**config.mk**
```make
export PLATFORM = sky130hd
export DESIGN_NAME = divgrp_update_seq
export DESIGN_NICKNAME = d
export VERILOG_FILES = /design/src/rtl/divgrp_pkg.sv /design/src/rtl/divgrp_model.sv /design/src/rtl/divgrp_tmo.sv /design/src/rtl/divgrp_ctrl.sv /design/src/rtl/divgrp_update_seq.sv
export SDC_FILE = /design/constraint.sdc
export NUM_CORES = 1
export LEC_CHECK = 0
export ABC_CLOCK_PERIOD_IN_PS = 3820
export BUFFER_PORTS_ARGS = -buffer_cell sky130_fd_sc_hd__buf_2
export CAP_MARGIN = 20
export CORE_AREA = 2 2 187 189
export DETAILED_ROUTE_END_ITERATION = 16
export DIE_AREA = 0 0 189 191
export GPL_TIMING_DRIVEN = 0
export PLACE_DENSITY = 0.57
export SKIP_LAST_GASP = 1
export SYNTH_ARGS = -nofsm -noshare
export SYNTH_HDL_FRONTEND = slang
export SYNTH_HIERARCHICAL = 1
export SYNTH_SLANG_ARGS = --single-unit
```
**constraint.sdc**
```tcl
create_clock -name clk -period 3.82 [get_ports clk]
set_input_delay 0.573 -clock clk [delete_from_list [all_inputs] [get_ports clk]]
set_output_delay 0.573 -clock clk [all_outputs]
set_load 0.005 [all_outputs]
```
**src/rtl/divgrp_pkg.sv**
```systemverilog
package divgrp_pkg;

  localparam int NUM_GRP = 6;
  localparam int LVL_W   = 2;
  localparam int WORD_W  = 32;
  localparam int NIB_W   = 4;
  localparam int FLD_W   = 3;
  localparam int MAX_FLD = WORD_W / NIB_W;

  typedef enum logic [1:0] {
    SEQ_IDLE  = 2'd0,
    SEQ_WRITE = 2'd1,
    SEQ_WAIT  = 2'd2
  } seq_state_e;

  // number of divider fields per group
  function automatic int fld_count(input int g);
    case (g)
      0:       return 7;
      1:       return 2;
      2:       return 8;
      3:       return 5;
      default: return 2;
    endcase
  endfunction

  // nibble that holds field k of group g
  function automatic int fld_nib(input int g, input int k);
    if (g == 1) return (k == 0) ? 1 : 0;
    return k;
  endfunction

  // table row in field order: nibble k carries field k value
  function automatic logic [WORD_W-1:0] raw_row(input int g, input logic [LVL_W-1:0] lvl);
    case (g)
      0: case (lvl)
           2'd2:    return 32'h0103_1310;
           2'd3:    return 32'h0113_0100;
           default: return 32'h0103_3730;
         endcase
      1: return 32'h0000_0003;
      2: case (lvl)
           2'd2:    return 32'h1311_2117;
           2'd3:    return 32'h1311_3117;
           default: return 32'h1311_1113;
         endcase
      3: case (lvl)
           2'd2:    return 32'h0001_7574;
           2'd3:    return 32'h0001_7775;
           default: return 32'h0001_5473;
         endcase
      default: case (lvl)
           2'd2:    return 32'h0000_0014;
           2'd3:    return 32'h0000_0015;
           default: return 32'h0000_0013;
         endcase
    endcase
  endfunction

  function automatic logic [WORD_W-1:0] fld_mask(input int g);
    logic [WORD_W-1:0] m;
    m = '0;
    for (int k = 0; k < MAX_FLD; k++)
      if (k < fld_count(g)) m[fld_nib(g, k)*NIB_W +: FLD_W] = '1;
    return m;
  endfunction

  function automatic logic [WORD_W-1:0] busy_mask(input int g);
    logic [WORD_W-1:0] m;
    m = '0;
    for (int k = 0; k < MAX_FLD; k++)
      if (k < fld_count(g)) m[fld_nib(g, k)*NIB_W] = 1'b1;
    return m;
  endfunction

  function automatic logic [WORD_W-1:0] placed_fields(input int g, input logic [LVL_W-1:0] lvl);
    logic [WORD_W-1:0] raw;
    logic [WORD_W-1:0] w;
    raw = raw_row(g, lvl);
    w   = '0;
    for (int k = 0; k < MAX_FLD; k++)
      if (k < fld_count(g)) w[fld_nib(g, k)*NIB_W +: FLD_W] = raw[k*NIB_W +: FLD_W];
    return w;
  endfunction

  // read-modify-write of one group word
  function automatic logic [WORD_W-1:0] rmw_word(input logic [WORD_W-1:0] cur, input int g,
                                                 input logic [LVL_W-1:0] lvl);
    return (cur & ~fld_mask(g)) | placed_fields(g, lvl);
  endfunction

endpackage

```
**src/rtl/divgrp_model.sv**
```systemverilog
module divgrp_model
  import divgrp_pkg::*;
#(
  parameter int                GID        = 0,
  parameter int                SETTLE_W   = 8,
  parameter logic [WORD_W-1:0] RESET_WORD = '1
) (
  input  logic                clk,
  input  logic                rst_n,
  input  logic                wr_en,
  input  logic [WORD_W-1:0]   wr_data,
  input  logic [SETTLE_W-1:0] settle,
  output logic [WORD_W-1:0]   cfg_q,
  output logic [WORD_W-1:0]   stat_o
);

  logic [SETTLE_W-1:0] cnt_q;
  logic                counting;

  assign counting = (cnt_q != '0);
  assign stat_o   = counting ? busy_mask(GID) : '0;

  always_ff @(posedge clk) begin
    if (!rst_n) begin
      cfg_q <= RESET_WORD;
      cnt_q <= '0;
    end else if (wr_en) begin
      cfg_q <= wr_data;
      cnt_q <= settle;
    end else if (counting) begin
      cnt_q <= cnt_q - 1'b1;
    end
  end

  AST_KEEP_UNNAMED: assert property (@(posedge clk) disable iff (!rst_n)
    wr_en |=> ((cfg_q & ~fld_mask(GID)) == ($past(cfg_q) & ~fld_mask(GID))));

  AST_BUSY_ON_WRITE: assert property (@(posedge clk) disable iff (!rst_n)
    (wr_en && settle != '0) |=> (stat_o == busy_mask(GID)));

endmodule

```
**src/rtl/divgrp_tmo.sv**
```systemverilog
module divgrp_tmo #(
  parameter int TIMEOUT = 16
) (
  input  logic clk,
  input  logic rst_n,
  input  logic clr,
  input  logic busy_wait,
  output logic hit
);

  localparam int CW = $clog2(TIMEOUT + 1);

  logic [CW-1:0] wcnt_q;

  assign hit = busy_wait && (wcnt_q == CW'(TIMEOUT - 1));

  always_ff @(posedge clk) begin
    if (!rst_n)                wcnt_q <= '0;
    else if (clr)              wcnt_q <= '0;
    else if (busy_wait && !hit) wcnt_q <= wcnt_q + 1'b1;
  end

endmodule

```
**src/rtl/divgrp_ctrl.sv**
```systemverilog
module divgrp_ctrl
  import divgrp_pkg::*;
#(
  parameter int NG = NUM_GRP,
  parameter int GW = $clog2(NG)
) (
  input  logic             clk,
  input  logic             rst_n,
  input  logic             start,
  input  logic [LVL_W-1:0] level,
  input  logic [NG-1:0]    grp_busy,
  input  logic             tmo_hit,
  output logic [NG-1:0]    wr_strobe,
  output logic [GW-1:0]    grp_idx,
  output logic [LVL_W-1:0] lvl_q,
  output logic             write_cyc,
  output logic             wait_busy,
  output logic             active,
  output logic             done,
  output logic             err
);

  seq_state_e     state_q;
  logic [GW-1:0]  grp_q;
  logic           cur_busy;
  logic           last_grp;
  logic           start_acc;

  always_comb begin
    cur_busy = 1'b0;
    for (int g = 0; g < NG; g++)
      if (grp_q == GW'(g)) cur_busy = grp_busy[g];
  end

  assign last_grp  = (grp_q == GW'(NG - 1));
  assign start_acc = (state_q == SEQ_IDLE) && start;
  assign write_cyc = (state_q == SEQ_WRITE);
  assign wait_busy = (state_q == SEQ_WAIT) && cur_busy;
  assign active    = (state_q != SEQ_IDLE);
  assign wr_strobe = write_cyc ? (NG'(1) << grp_q) : '0;
  assign grp_idx   = grp_q;

  always_ff @(posedge clk) begin
    if (!rst_n) begin
      state_q <= SEQ_IDLE;
      grp_q   <= '0;
      lvl_q   <= '0;
      done    <= 1'b0;
      err     <= 1'b0;
    end else begin
      done <= 1'b0;
      case (state_q)
        SEQ_IDLE: if (start_acc) begin
          lvl_q   <= level;
          grp_q   <= '0;
          err     <= 1'b0;
          state_q <= SEQ_WRITE;
        end
        SEQ_WRITE: state_q <= SEQ_WAIT;
        SEQ_WAIT: begin
          if (!cur_busy) begin
            if (last_grp) begin
              done    <= 1'b1;
              state_q <= SEQ_IDLE;
            end else begin
              grp_q   <= grp_q + 1'b1;
              state_q <= SEQ_WRITE;
            end
          end else if (tmo_hit) begin
            err     <= 1'b1;
            state_q <= SEQ_IDLE;
          end
        end
        default: state_q <= SEQ_IDLE;
      endcase
    end
  end

  AST_ONE_WRITE: assert property (@(posedge clk) disable iff (!rst_n)
    $onehot0(wr_strobe));

  AST_IGNORE_START: assert property (@(posedge clk) disable iff (!rst_n)
    (active && start) |=> (lvl_q == $past(lvl_q)));

  AST_DONE_PULSE: assert property (@(posedge clk) disable iff (!rst_n)
    done |=> !done);

  for (genvar g = 1; g < NG; g++) begin : g_order
    AST_PREV_SETTLED: assert property (@(posedge clk) disable iff (!rst_n)
      wr_strobe[g] |-> !grp_busy[g-1]);
  end

endmodule

```
**src/rtl/divgrp_update_seq.sv**
```systemverilog
module divgrp_update_seq
  import divgrp_pkg::*;
#(
  parameter int                SETTLE_W       = 8,
  parameter int                TIMEOUT_CYCLES = 16,
  parameter logic [WORD_W-1:0] RESET_WORD     = 32'hFFFF_FFFF
) (
  input  logic                      clk,
  input  logic                      rst_n,
  input  logic                      start_i,
  input  logic [LVL_W-1:0]          level_i,
  input  logic [SETTLE_W-1:0]       settle_i,
  output logic                      active_o,
  output logic                      done_o,
  output logic                      err_o,
  output logic [NUM_GRP-1:0]        wr_strobe_o,
  output logic [NUM_GRP-1:0]        grp_busy_o,
  output logic [NUM_GRP*WORD_W-1:0] div_cfg_o
);

  localparam int NG = NUM_GRP;
  localparam int GW = $clog2(NG);

  logic [WORD_W-1:0] cfg  [NG];
  logic [WORD_W-1:0] stat [NG];
  logic [GW-1:0]     grp_idx;
  logic [LVL_W-1:0]  lvl_q;
  logic [WORD_W-1:0] cur_word;
  logic [WORD_W-1:0] new_word;
  logic              write_cyc;
  logic              wait_busy;
  logic              tmo_hit;

  divgrp_ctrl #(.NG(NG), .GW(GW)) u_ctrl (
    .clk       (clk),
    .rst_n     (rst_n),
    .start     (start_i),
    .level     (level_i),
    .grp_busy  (grp_busy_o),
    .tmo_hit   (tmo_hit),
    .wr_strobe (wr_strobe_o),
    .grp_idx   (grp_idx),
    .lvl_q     (lvl_q),
    .write_cyc (write_cyc),
    .wait_busy (wait_busy),
    .active    (active_o),
    .done      (done_o),
    .err       (err_o)
  );

  divgrp_tmo #(.TIMEOUT(TIMEOUT_CYCLES)) u_tmo (
    .clk       (clk),
    .rst_n     (rst_n),
    .clr       (write_cyc),
    .busy_wait (wait_busy),
    .hit       (tmo_hit)
  );

  always_comb begin
    cur_word = '0;
    for (int g = 0; g < NG; g++)
      if (grp_idx == GW'(g)) cur_word = cfg[g];
  end

  assign new_word = rmw_word(cur_word, int'(grp_idx), lvl_q);

  for (genvar g = 0; g < NG; g++) begin : g_grp
    divgrp_model #(.GID(g), .SETTLE_W(SETTLE_W), .RESET_WORD(RESET_WORD)) u_model (
      .clk     (clk),
      .rst_n   (rst_n),
      .wr_en   (wr_strobe_o[g]),
      .wr_data (new_word),
      .settle  (settle_i),
      .cfg_q   (cfg[g]),
      .stat_o  (stat[g])
    );
    assign grp_busy_o[g]                  = |stat[g];
    assign div_cfg_o[g*WORD_W +: WORD_W] = cfg[g];
  end

  AST_LR_SAME: assert property (@(posedge clk) disable iff (!rst_n)
    done_o |-> (cfg[4] == cfg[5]));

  AST_DONE_QUIET: assert property (@(posedge clk) disable iff (!rst_n)
    done_o |-> (grp_busy_o == '0));

  AST_ERR_NO_DONE: assert property (@(posedge clk) disable iff (!rst_n)
    err_o |-> !done_o);

endmodule

```
==> results of run 1 <==
[final timing paths]
check                           cells after the start  slack, ns                end
worst max-delay path                               15       0.24  u_ctrl/state_q[1]
worst min-delay path                                3       0.29    u_ctrl/lvl_q[1]
worst max register to register                     15       0.24  u_ctrl/state_q[1]
worst min register to register                      2       0.47         u_ctrl/err
[worst max-delay path, delay by kind of cell (launching register included)]
family	cells	cell delay [ns]
flops	1	0.38
compound gates	3	0.62
simple gates	9	2.02
fa+ha+maj	1	0.16
buf+inv	2	0.29
[layer usage]
layer | share of wire, % | vias up | global-route usage, % | routed length [um]
met2 | 47 | 329 | 38.1 | 19300
met5 | 0 | - | 0 | 0
met1 | 42 | 5170 | 27.2 | 17100
met3 | 8.8 | 57 | 7.14 | 3620
met4 | 2.4 | 0 | 5.92 | 988
li1 | - | 5490 | - | -
[power by group]
| part | switching, uW | leakage (uW) | total, uW | internal [uW] |
|---|---|---|---|---|
| registers | 340 | 0.00207 | 3240 | 2900 |
| clock network | 1200 | 0.000552 | 3260 | 2060 |
| logic | 1190 | 0.00423 | 2630 | 1430 |
| total | 2730 | 0.00685 | 9130 | 6390 |
[cells by family after synthesis]
kind of cell	share of synthesized area, %
and+or+nand+nor	17.0
buffers and inverters	14.3
DFF	37.7
muxes	18.6
AOI/OAI and AO/OA	7.50
xor gates and xnor gates	2.86
adders and majority gates	1.76
other	0.167
[registers in the layout, summed over array words and instances (netlist names)]
register and flops:
g_grp.u_model/cfg_q 192, u_ctrl/grp_idx 3, u_ctrl/done 1, u_tmo/wcnt_q 5, u_ctrl/state_q 2, u_ctrl/lvl_q 2
u_ctrl/err 1, g_grp.u_model/cnt_q 48
[cells in the mapped netlist (3+ instances only)]
library cell and number:
dfxtp_1 254, mux2i_1 239, nand2_1 227, buf_4 196, nor4_1 48, clkbuf_1 40, nand3_1 33, nor2_1 31
buf_2 30, inv_1 27, o21ai_0 27, xnor2_1 25, a21oi_1 21, a22oi_1 20, ha_1 19, nor2b_1 19
xor2_1 19, o21ai_1 14, nand4_1 13, nand2b_1 11, mux2_2 10, o22ai_1 10, nor3_1 8, o22a_1 8
nor3b_1 7, a2111oi_4 6, conb_1 6, nor3b_2 6, nor4_4 6, o31ai_1 6, or2_2 6, or3_4 6
or4_1 6, buf_6 5, and3_1 4, a21o_1 3, o221ai_1 3
[metrics by stage]
| step | setup TNS, ns | setup slack [ns] | cells |
|---|---|---|---|
| 2_1_floorplan | 0 | 0.286 | 1611 |
| 4_1_cts | 0 | 0.0428 | 2341 |
| 5_1_grt | 0 | 0.00991 | 2346 |
| 3_3_place_gp | -0.960 | -0.343 | 2285 |
| 3_5_place_dp | -1.30 | -0.384 | 2285 |
| 6_report | 0 | 0.236 | 2347 |
[layout make-up]
cell class                      count  share of cell area (%)
Multi-Input combinational cell   1058                    41.9
Clock inverter                     18                    1.85
Timing Repair Buffer              224                    6.68
Inverter                           28                   0.619
Antenna cell                        1                  0.0147
Buffer                            271                    10.8
Sequential cell                   254                    29.9
Tap cell                          455                    3.35
Clock buffer                       38                    4.83
[what timing repair did]
action                                  in CTS  in global routing
gates resized for setup                      6                  8
endpoints found under the setup margin       7                  5
hold buffers                                 0                  0
setup buffers                                0                  5
pin swaps                                    0                  1
endpoints found under the hold margin        0                  0
==> metrics.cfg, run 1 <==
[run_status]
status = completed

[detailed_routing]
wl_um = 41000
avgRoutedWirePerCell_um = 17.5
via_per_inst = 4.71
ant_nets = 0
drtIter0Drc = 549
drc_errors = 0
num_vias = 11046
drt_pass1_iterations = 5

[yosys]
ys_async_sr_fraction_pct = 0
synthDominantCellAreaShare_pct = 37.7
postSynthAreaPerCell_sq_um = 9.28
syn_area_sq_mm = 0.0135
synth_edf_count = 0
synth_seq_area_share_pct = 37.7
yosysWarnings = 6
yosys.area.top_type = dfxtp_1
synth_cells = 1451
synth_area_leaders = dfxtp_1 (38%), mux2i_1 (18%), buf_4 (11%)
ys_types = 61
ys.flop_type = dfxtp_1
synth-seq-cells = 254

[grt]
grt_usage_pct = 22.4
grt_overflow_total = 0
antenna_found_initial = 0
grt_pass1_wl_um = 62900
grt_max_degree = 16
grt_pass1_vias = 10828

[finish]
synthToLayoutAreaGrowth_pct = 26.0
layout_commonest_cell = dfxtp_1
nNetsFinal = 1899
design_area_sq_mm = 0.0170
multi_input_comb_area_sq_mm = 0.00712
utilization_pct = 49.8
nFillCells = 3342
layout_common_cells = dfxtp_1 (254), buf_2 (249), mux2i_1 (239)
regArea_sq_mm = 0.00508
final_layout_size_suffix_gt1_share_pct = 29.9

[setup_path]
setup.worst_path.start = g_grp[3].u_model/cnt_q[0]
critPathArrivalTime_ns = 4.04
slowest_delay_ns = 0.38
crit_path_top_delay_cell = dfxtp_1
cp-end-kind = register
path_cells = inv_1 > ha_1 > nor3b_4 > nand2_4 > buf_4 > nor4_1 > nand4_1 > or2_2 > or2b_1 > o2111a_2 > a22oi_2 > nor3_2 > and2_2 > nand2b_1 > o41ai_1
cp_max_fo = 9
worstReg2RegStart = g_grp[3].u_model/cnt_q[0]
cp.required_ns = 4.27
crit_type = reg -> reg
startpoint_type = register

[sta]
tightest_slew_ns = 0.966
fin_skew_ns = 0.0151
fmax_ghz = 0.279
maxSlewHeadroom_pct = 35.6
period_share_pct = 93.8
rsz0062_at_grt = no
fin_crit_ns = 3.58
setup_viol = 0
hold_slack_ns = 0.291
finalHoldViolations = 0
drv_slew = 0

[die]
dieArea_sq_mm = 0.0361
initial_utilization_pct = 39.5
die_y_um = 191
core.rowCount = 68
dieWidth_um = 189
top_level_ports = 220
core_sq_mm = 0.0341

[place]
dpl-instance-area_sq_mm = 0.0157
port_buffers = 219
place_congestion = 0.834
hpwl_um = 30300

[worst_hold_path]
hold_class = in -> reg
hold_start = level_i[1]

[run]
cap_violations = 0

[power_and_ir_drop]
powerDensity_mw_per_mm2 = 537
power_uw = 9130
cellLeakagePower_uw = 0.00685
vdd_drop_max_mv = 0.359

[clock_network]
clk-insertion-delay-late_ns = 0.56
cts_root_buf = clkbuf_16
cts_tree = built
cts_buffers = 30
clkTransAtPathRegs_ns = 0.06
ctsHtreeMaxLevel = 1
cts_sinks = 254
clockBufferDepth = 3

Note: power is estimated with default switching activity, not from simulation.
==> run 2, diff against run 1 <==
CORE_AREA = 2 2 157 159   (was 2 2 187 189)
DIE_AREA = 0 0 159 161   (was 0 0 189 191)
PLACE_DENSITY = 0.78   (was 0.57)
==> metrics.cfg, run 2 (synthesis results as in run 1) <==
[detailed_routing]
drt_pass1_iterations = 6
via_per_inst = 5.20
drtIter0Drc = 924
avgRoutedWirePerCell_um = 17.7
drc_errors = 0
wl_um = 39100
num_vias = 11471
ant_nets = 0

[setup_path]
cp-end-kind = register
startpoint_type = register
crit_path_top_delay_cell = dfxtp_1
critPathArrivalTime_ns = 4.06
reg2reg_depth = 15
cp_max_fo = 6
worst-r2r-setup-slack_ns = 0.22
path_cells = inv_1 > ha_1 > nor3b_4 > nand2_2 > buf_4 > nor4_1 > nand4_1 > or2_2 > a211oi_1 > o21ai_1 > a22oi_2 > nor3_1 > and2_2 > nand2b_1 > o41ai_1
cp.required_ns = 4.28
worstReg2RegStart = g_grp[1].u_model/cnt_q[0]
worst_r2r_endpoint = u_ctrl/state_q[1]
crit_type = reg -> reg
slowest_delay_ns = 0.38

[finish]
synthToLayoutAreaGrowth_pct = 23.1
n_antenna_cell = 0
largest_reg_flops = 192
final_layout_size_suffix_gt1_share_pct = 29.4
final_cells = 2208
layout_commonest_cell = dfxtp_1
largestRegisters = g_grp.u_model/cfg_q x192, g_grp.u_model/cnt_q x48, u_tmo/wcnt_q x5
layout_common_cells = dfxtp_1 (254), buf_2 (249), mux2i_1 (239)
nNetsFinal = 1896
largest-register = g_grp.u_model/cfg_q

[sta]
fmax_ghz = 0.278
maxSlewHeadroom_pct = 44.9
fin_crit_ns = 3.60
setup_viol = 0
hold_slack_ns = 0.302
tightest_slew_ns = 0.825
fin_skew_ns = 0.0458
drv_slew = 0
finalHoldViolations = 0
period_share_pct = 94.3

[grt]
grt_usage_pct = 29.6
grt_pass1_vias = 11345
grt_pass1_wl_um = 60600
antenna_found_initial = 0
grt_overflow_total = 0
grt_max_degree = 17

[clock_network]
cts_sinks = 254
cts_root_buf = clkbuf_16
clk-insertion-delay-late_ns = 0.58
clkTransAtPathRegs_ns = 0.06
clockBufferDepth = 3
cts_buffers = 28
cts_tree = built
ctsHtreeMaxLevel = 1
cts_hold_buf = 0

[worst_hold_path]
hold_class = in -> reg
whs_path_depth = 3
min_to = u_ctrl/lvl_q[0]
hold_start = level_i[0]

[place]
place_congestion = 0.903
port_buffers = 219
dp_cells = 2154
hpwl_um = 28600

[die]
core_sq_mm = 0.0240
dieArea_sq_mm = 0.0256
top_level_ports = 220
core.rowCount = 57
dieWidth_um = 159
initial_utilization_pct = 56.2
die_y_um = 161

[power_and_ir_drop]
powerDensity_mw_per_mm2 = 517
cellLeakagePower_uw = 0.00674
vdd_drop_max_mv = 0.342

[run_status]
status = completed

[run]
cap_violations = 0

## run 2: changes by cell type in the layout (fill, tap and decap cells not counted), sizes merged
cell and change:
buf -1, diode -1, clkinvlp -1, clkbuf +2
bufinv -7
## run 2: per-layer routing
layer  global-route usage (%)  wire (um)  part of all wire, %
met1                     34.7      14900                   38
met2                     50.2      18500                   47
met3                     7.40       3580                  9.2
met4                     15.3       2160                  5.5
met5                        0          0                    0
## run 2: how the worst max path moves through the flow
| stage | startpoint | to | slack, ns |
|---|---|---|---|
| after floorplan | g_grp[2].u_model/cnt_q[0] | u_ctrl/state_q[1] | 0.29 |
| after global placement | g_grp[2].u_model/cnt_q[0] | u_ctrl/state_q[1] | -0.21 |
| after detailed placement | g_grp[2].u_model/cnt_q[0] | u_ctrl/state_q[1] | -0.25 |
| after CTS | g_grp[2].u_model/cnt_q[0] | u_ctrl/state_q[1] | 0.007 |
| after global routing | g_grp[1].u_model/cnt_q[0] | u_ctrl/state_q[1] | -0.02 |
| final | g_grp[1].u_model/cnt_q[0] | u_ctrl/state_q[1] | 0.22 |
## run 2: worst max-delay path: cells and delay by family, from the launching register on
kind / cells / cell delay [ns]
and+or+nand+nor: 8 / 1.78
AOI/OAI and AO/OA: 4 / 0.92
DFF: 1 / 0.38
buffers and inverters: 2 / 0.29
adders and majority gates: 1 / 0.15
## run 2: repair_timing
action | 4_1_cts | 5_1_grt
setup endpoints to repair | 5 | 7
gates resized for setup | 7 | 4
buffers inserted | 0 | 4
## run 2: cell type report
type,instances,area (sq um)
multi-input combinational,1058,7110
fill,1989,7390
tap,324,405
clock buffer,40,806
inverter,28,105
sequential,254,5080
buffer,271,1830
timing repair buffer,223,1130
clock inverter,10,116
## run 2: power by group
group	internal, uW	switching (uW)
clock	1550	1120
combinational	1450	1220
sequential	2900	346
## run 2: through the flow
step	TNS (ns)	cell area, sq um	util, %	setup slack, ns	power [uW]
after global routing	-0.0185	16600	69.2	-0.0185	9000
after detailed placement	-0.423	15600	65.0	-0.250	5760
after floorplan	0	14100	-	0.286	5360
after global placement	-0.306	15600	65.0	-0.207	5680
final	0	16600	69.2	0.217	8580
after CTS	0	16500	69.0	0.00727	8480
==> run 3, diff against run 2 <==
==> constraint.sdc (replaced) <==
create_clock -name clk -period 3.82 [get_ports clk]
set_input_delay 0.191 -clock clk [delete_from_list [all_inputs] [get_ports clk]]
set_output_delay 0.191 -clock clk [all_outputs]
set_load 0.005 [all_outputs]
==> metrics.cfg, run 3 (synthesis results as in run 1) <==
[power_and_ir_drop]
netSwitchingFraction_pct = 31.3
combPwrFrac_pct = 31.2
powerDensity_mw_per_mm2 = 516
seqPwrFrac_pct = 37.8
pwr-share-clk_pct = 31.1
vdd_drop_max_mv = 0.342
switching_power_uw = 2690
p_int_uw = 5900
cellLeakagePower_uw = 0.00676

[grt]
grt_overflow_total = 0
grt_pass1_wl_um = 60800
grt_usage_pct = 29.6
antenna_found_initial = 0
grt_pass1_vias = 11373
grt_max_degree = 17

[detailed_routing]
drt_pass1_iterations = 7
drtIter0Drc = 910
num_vias = 11549
drc_errors = 0
avgRoutedWirePerCell_um = 17.8
ant_nets = 0
wl_um = 39400
via_per_inst = 5.22

[setup_path]
startpoint_type = register
path_cells = inv_1 > ha_1 > nor3b_4 > nand2_2 > buf_4 > nor4_1 > nand4_1 > or2_2 > a211oi_1 > o21ai_1 > a22oi_2 > nor3_1 > and2_2 > nand2b_1 > o41ai_1
critPathArrivalTime_ns = 4.08
cp.required_ns = 4.28
cp_max_fo = 6
crit_type = reg -> reg
slowest_delay_ns = 0.38
cp-end-kind = register
crit_path_top_delay_cell = dfxtp_1

[finish]
synthToLayoutAreaGrowth_pct = 23.4
final_cells = 2213
nNetsFinal = 1901
design_area_sq_mm = 0.0166
utilization_pct = 69.4
layout_common_cells = dfxtp_1 (254), buf_2 (249), mux2i_1 (239)
largest-register = g_grp.u_model/cfg_q
final_layout_size_suffix_gt1_share_pct = 29.3
largestRegisters = g_grp.u_model/cfg_q x192, g_grp.u_model/cnt_q x48, u_tmo/wcnt_q x5
layout_commonest_cell = dfxtp_1
largest_reg_flops = 192
n_antenna_cell = 0
nFillCells = 1984

[clock_network]
clockBufferDepth = 3
cts_tree = built
ctsHtreeMaxLevel = 1
cts_buffers = 28
cts_root_buf = clkbuf_16
clk-insertion-delay-late_ns = 0.57
cts_sinks = 254
clkTransAtPathRegs_ns = 0.06

[place]
hpwl_um = 28600
dp_cells = 2154
port_buffers = 219
place_congestion = 0.903
dpl-instance-area_sq_mm = 0.0156
dp_slack_ns = -0.250

[sta]
finalHoldViolations = 0
fmax_ghz = 0.276
setup_ws_ns = 0.203
fin_crit_ns = 3.62
tns_ns = 0
period_share_pct = 94.7
fin_skew_ns = 0.0484
setup_viol = 0
drv_slew = 0
maxSlewHeadroom_pct = 46.6
tightest_slew_ns = 0.801

[die]
top_level_ports = 220
dieArea_sq_mm = 0.0256
core.rowCount = 57
dieWidth_um = 159
core_sq_mm = 0.0240
die_y_um = 161
initial_utilization_pct = 56.2

[run]
cap_violations = 0

[run_status]
status = completed

[worst_hold_path]
hold_class = in -> reg

==> run 3: cell types whose count changed in the layout (fill, tap and decap cells not counted), sizes merged <==
cell         before  now
dlygate4sd3       0    5
==> run 3: power by group through the flow <==
stage / combinational (uW) / clock, uW / sequential (uW)
after floorplan: 2140 / 0 / 3220
after global routing: 2940 / 2800 / 3270
after CTS: 2560 / 2690 / 3230
after global placement: 2410 / 0 / 3270
final: 2680 / 2670 / 3240
after detailed placement: 2480 / 0 / 3280
==> run 3: repair_timing <==
action                                  4_1_cts  5_1_grt
gates resized for setup                       7        4
hold endpoints to repair                      3        0
hold buffers                                  5        0
buffers inserted                              0        4
endpoints found under the setup margin        5        7
==> run 3: final timing paths <==
kind                               from  slack [ns]  cells past startpoint                    endpoint
max           g_grp[1].u_model/cnt_q[0]        0.20                     15           u_ctrl/state_q[1]
min                         settle_i[7]        0.04                      3   g_grp[0].u_model/cnt_q[7]
max reg2reg   g_grp[1].u_model/cnt_q[0]        0.20                     15           u_ctrl/state_q[1]
min reg2reg  g_grp[2].u_model/cfg_q[12]        0.47                      2  g_grp[2].u_model/cfg_q[12]
==> run 3: through the flow <==
stage,hold slack (ns),power [uW]
3_3_place_gp,0.449,5680
2_1_floorplan,0.330,5360
3_5_place_dp,0.452,5760
6_report,0.0350,8590
4_1_cts,0.00778,8480
5_1_grt,0.0135,9010
==> run 3: metal layers <==
metal / vias to the layer above / global-route usage (%) / wire, um
li1: 5476 / - / -
met1: 5480 / 34.9 / 15500
met2: 479 / 50.6 / 18600
met3: 114 / 7.40 / 3200
met4: 0 / 14.8 / 2080
met5: - / 0 / 0
==> run 3: critical path, delay by kind of cell (launching register included) <==
| kind | cells | cell delay (ns) |
|---|---|---|
| adder cells (fa/ha/maj) | 1 | 0.15 |
| AO/OA/AOI/OAI | 4 | 0.94 |
| flip-flops | 1 | 0.38 |
| buffers and inverters | 2 | 0.29 |
| AND/OR/NAND/NOR | 8 | 1.78 |
==> run 3: area by class of cell <==
class	instances	area [sq um]	area share, %
plain buffers	271	1830	11.0
clock buffers	40	806	4.85
clock inverters	10	116	0.700
inverters	28	105	0.632
multi-input cells	1058	7110	42.7
flip-flops and latches	254	5080	30.6
well taps	324	405	2.44
repair buffers	228	1180	7.07
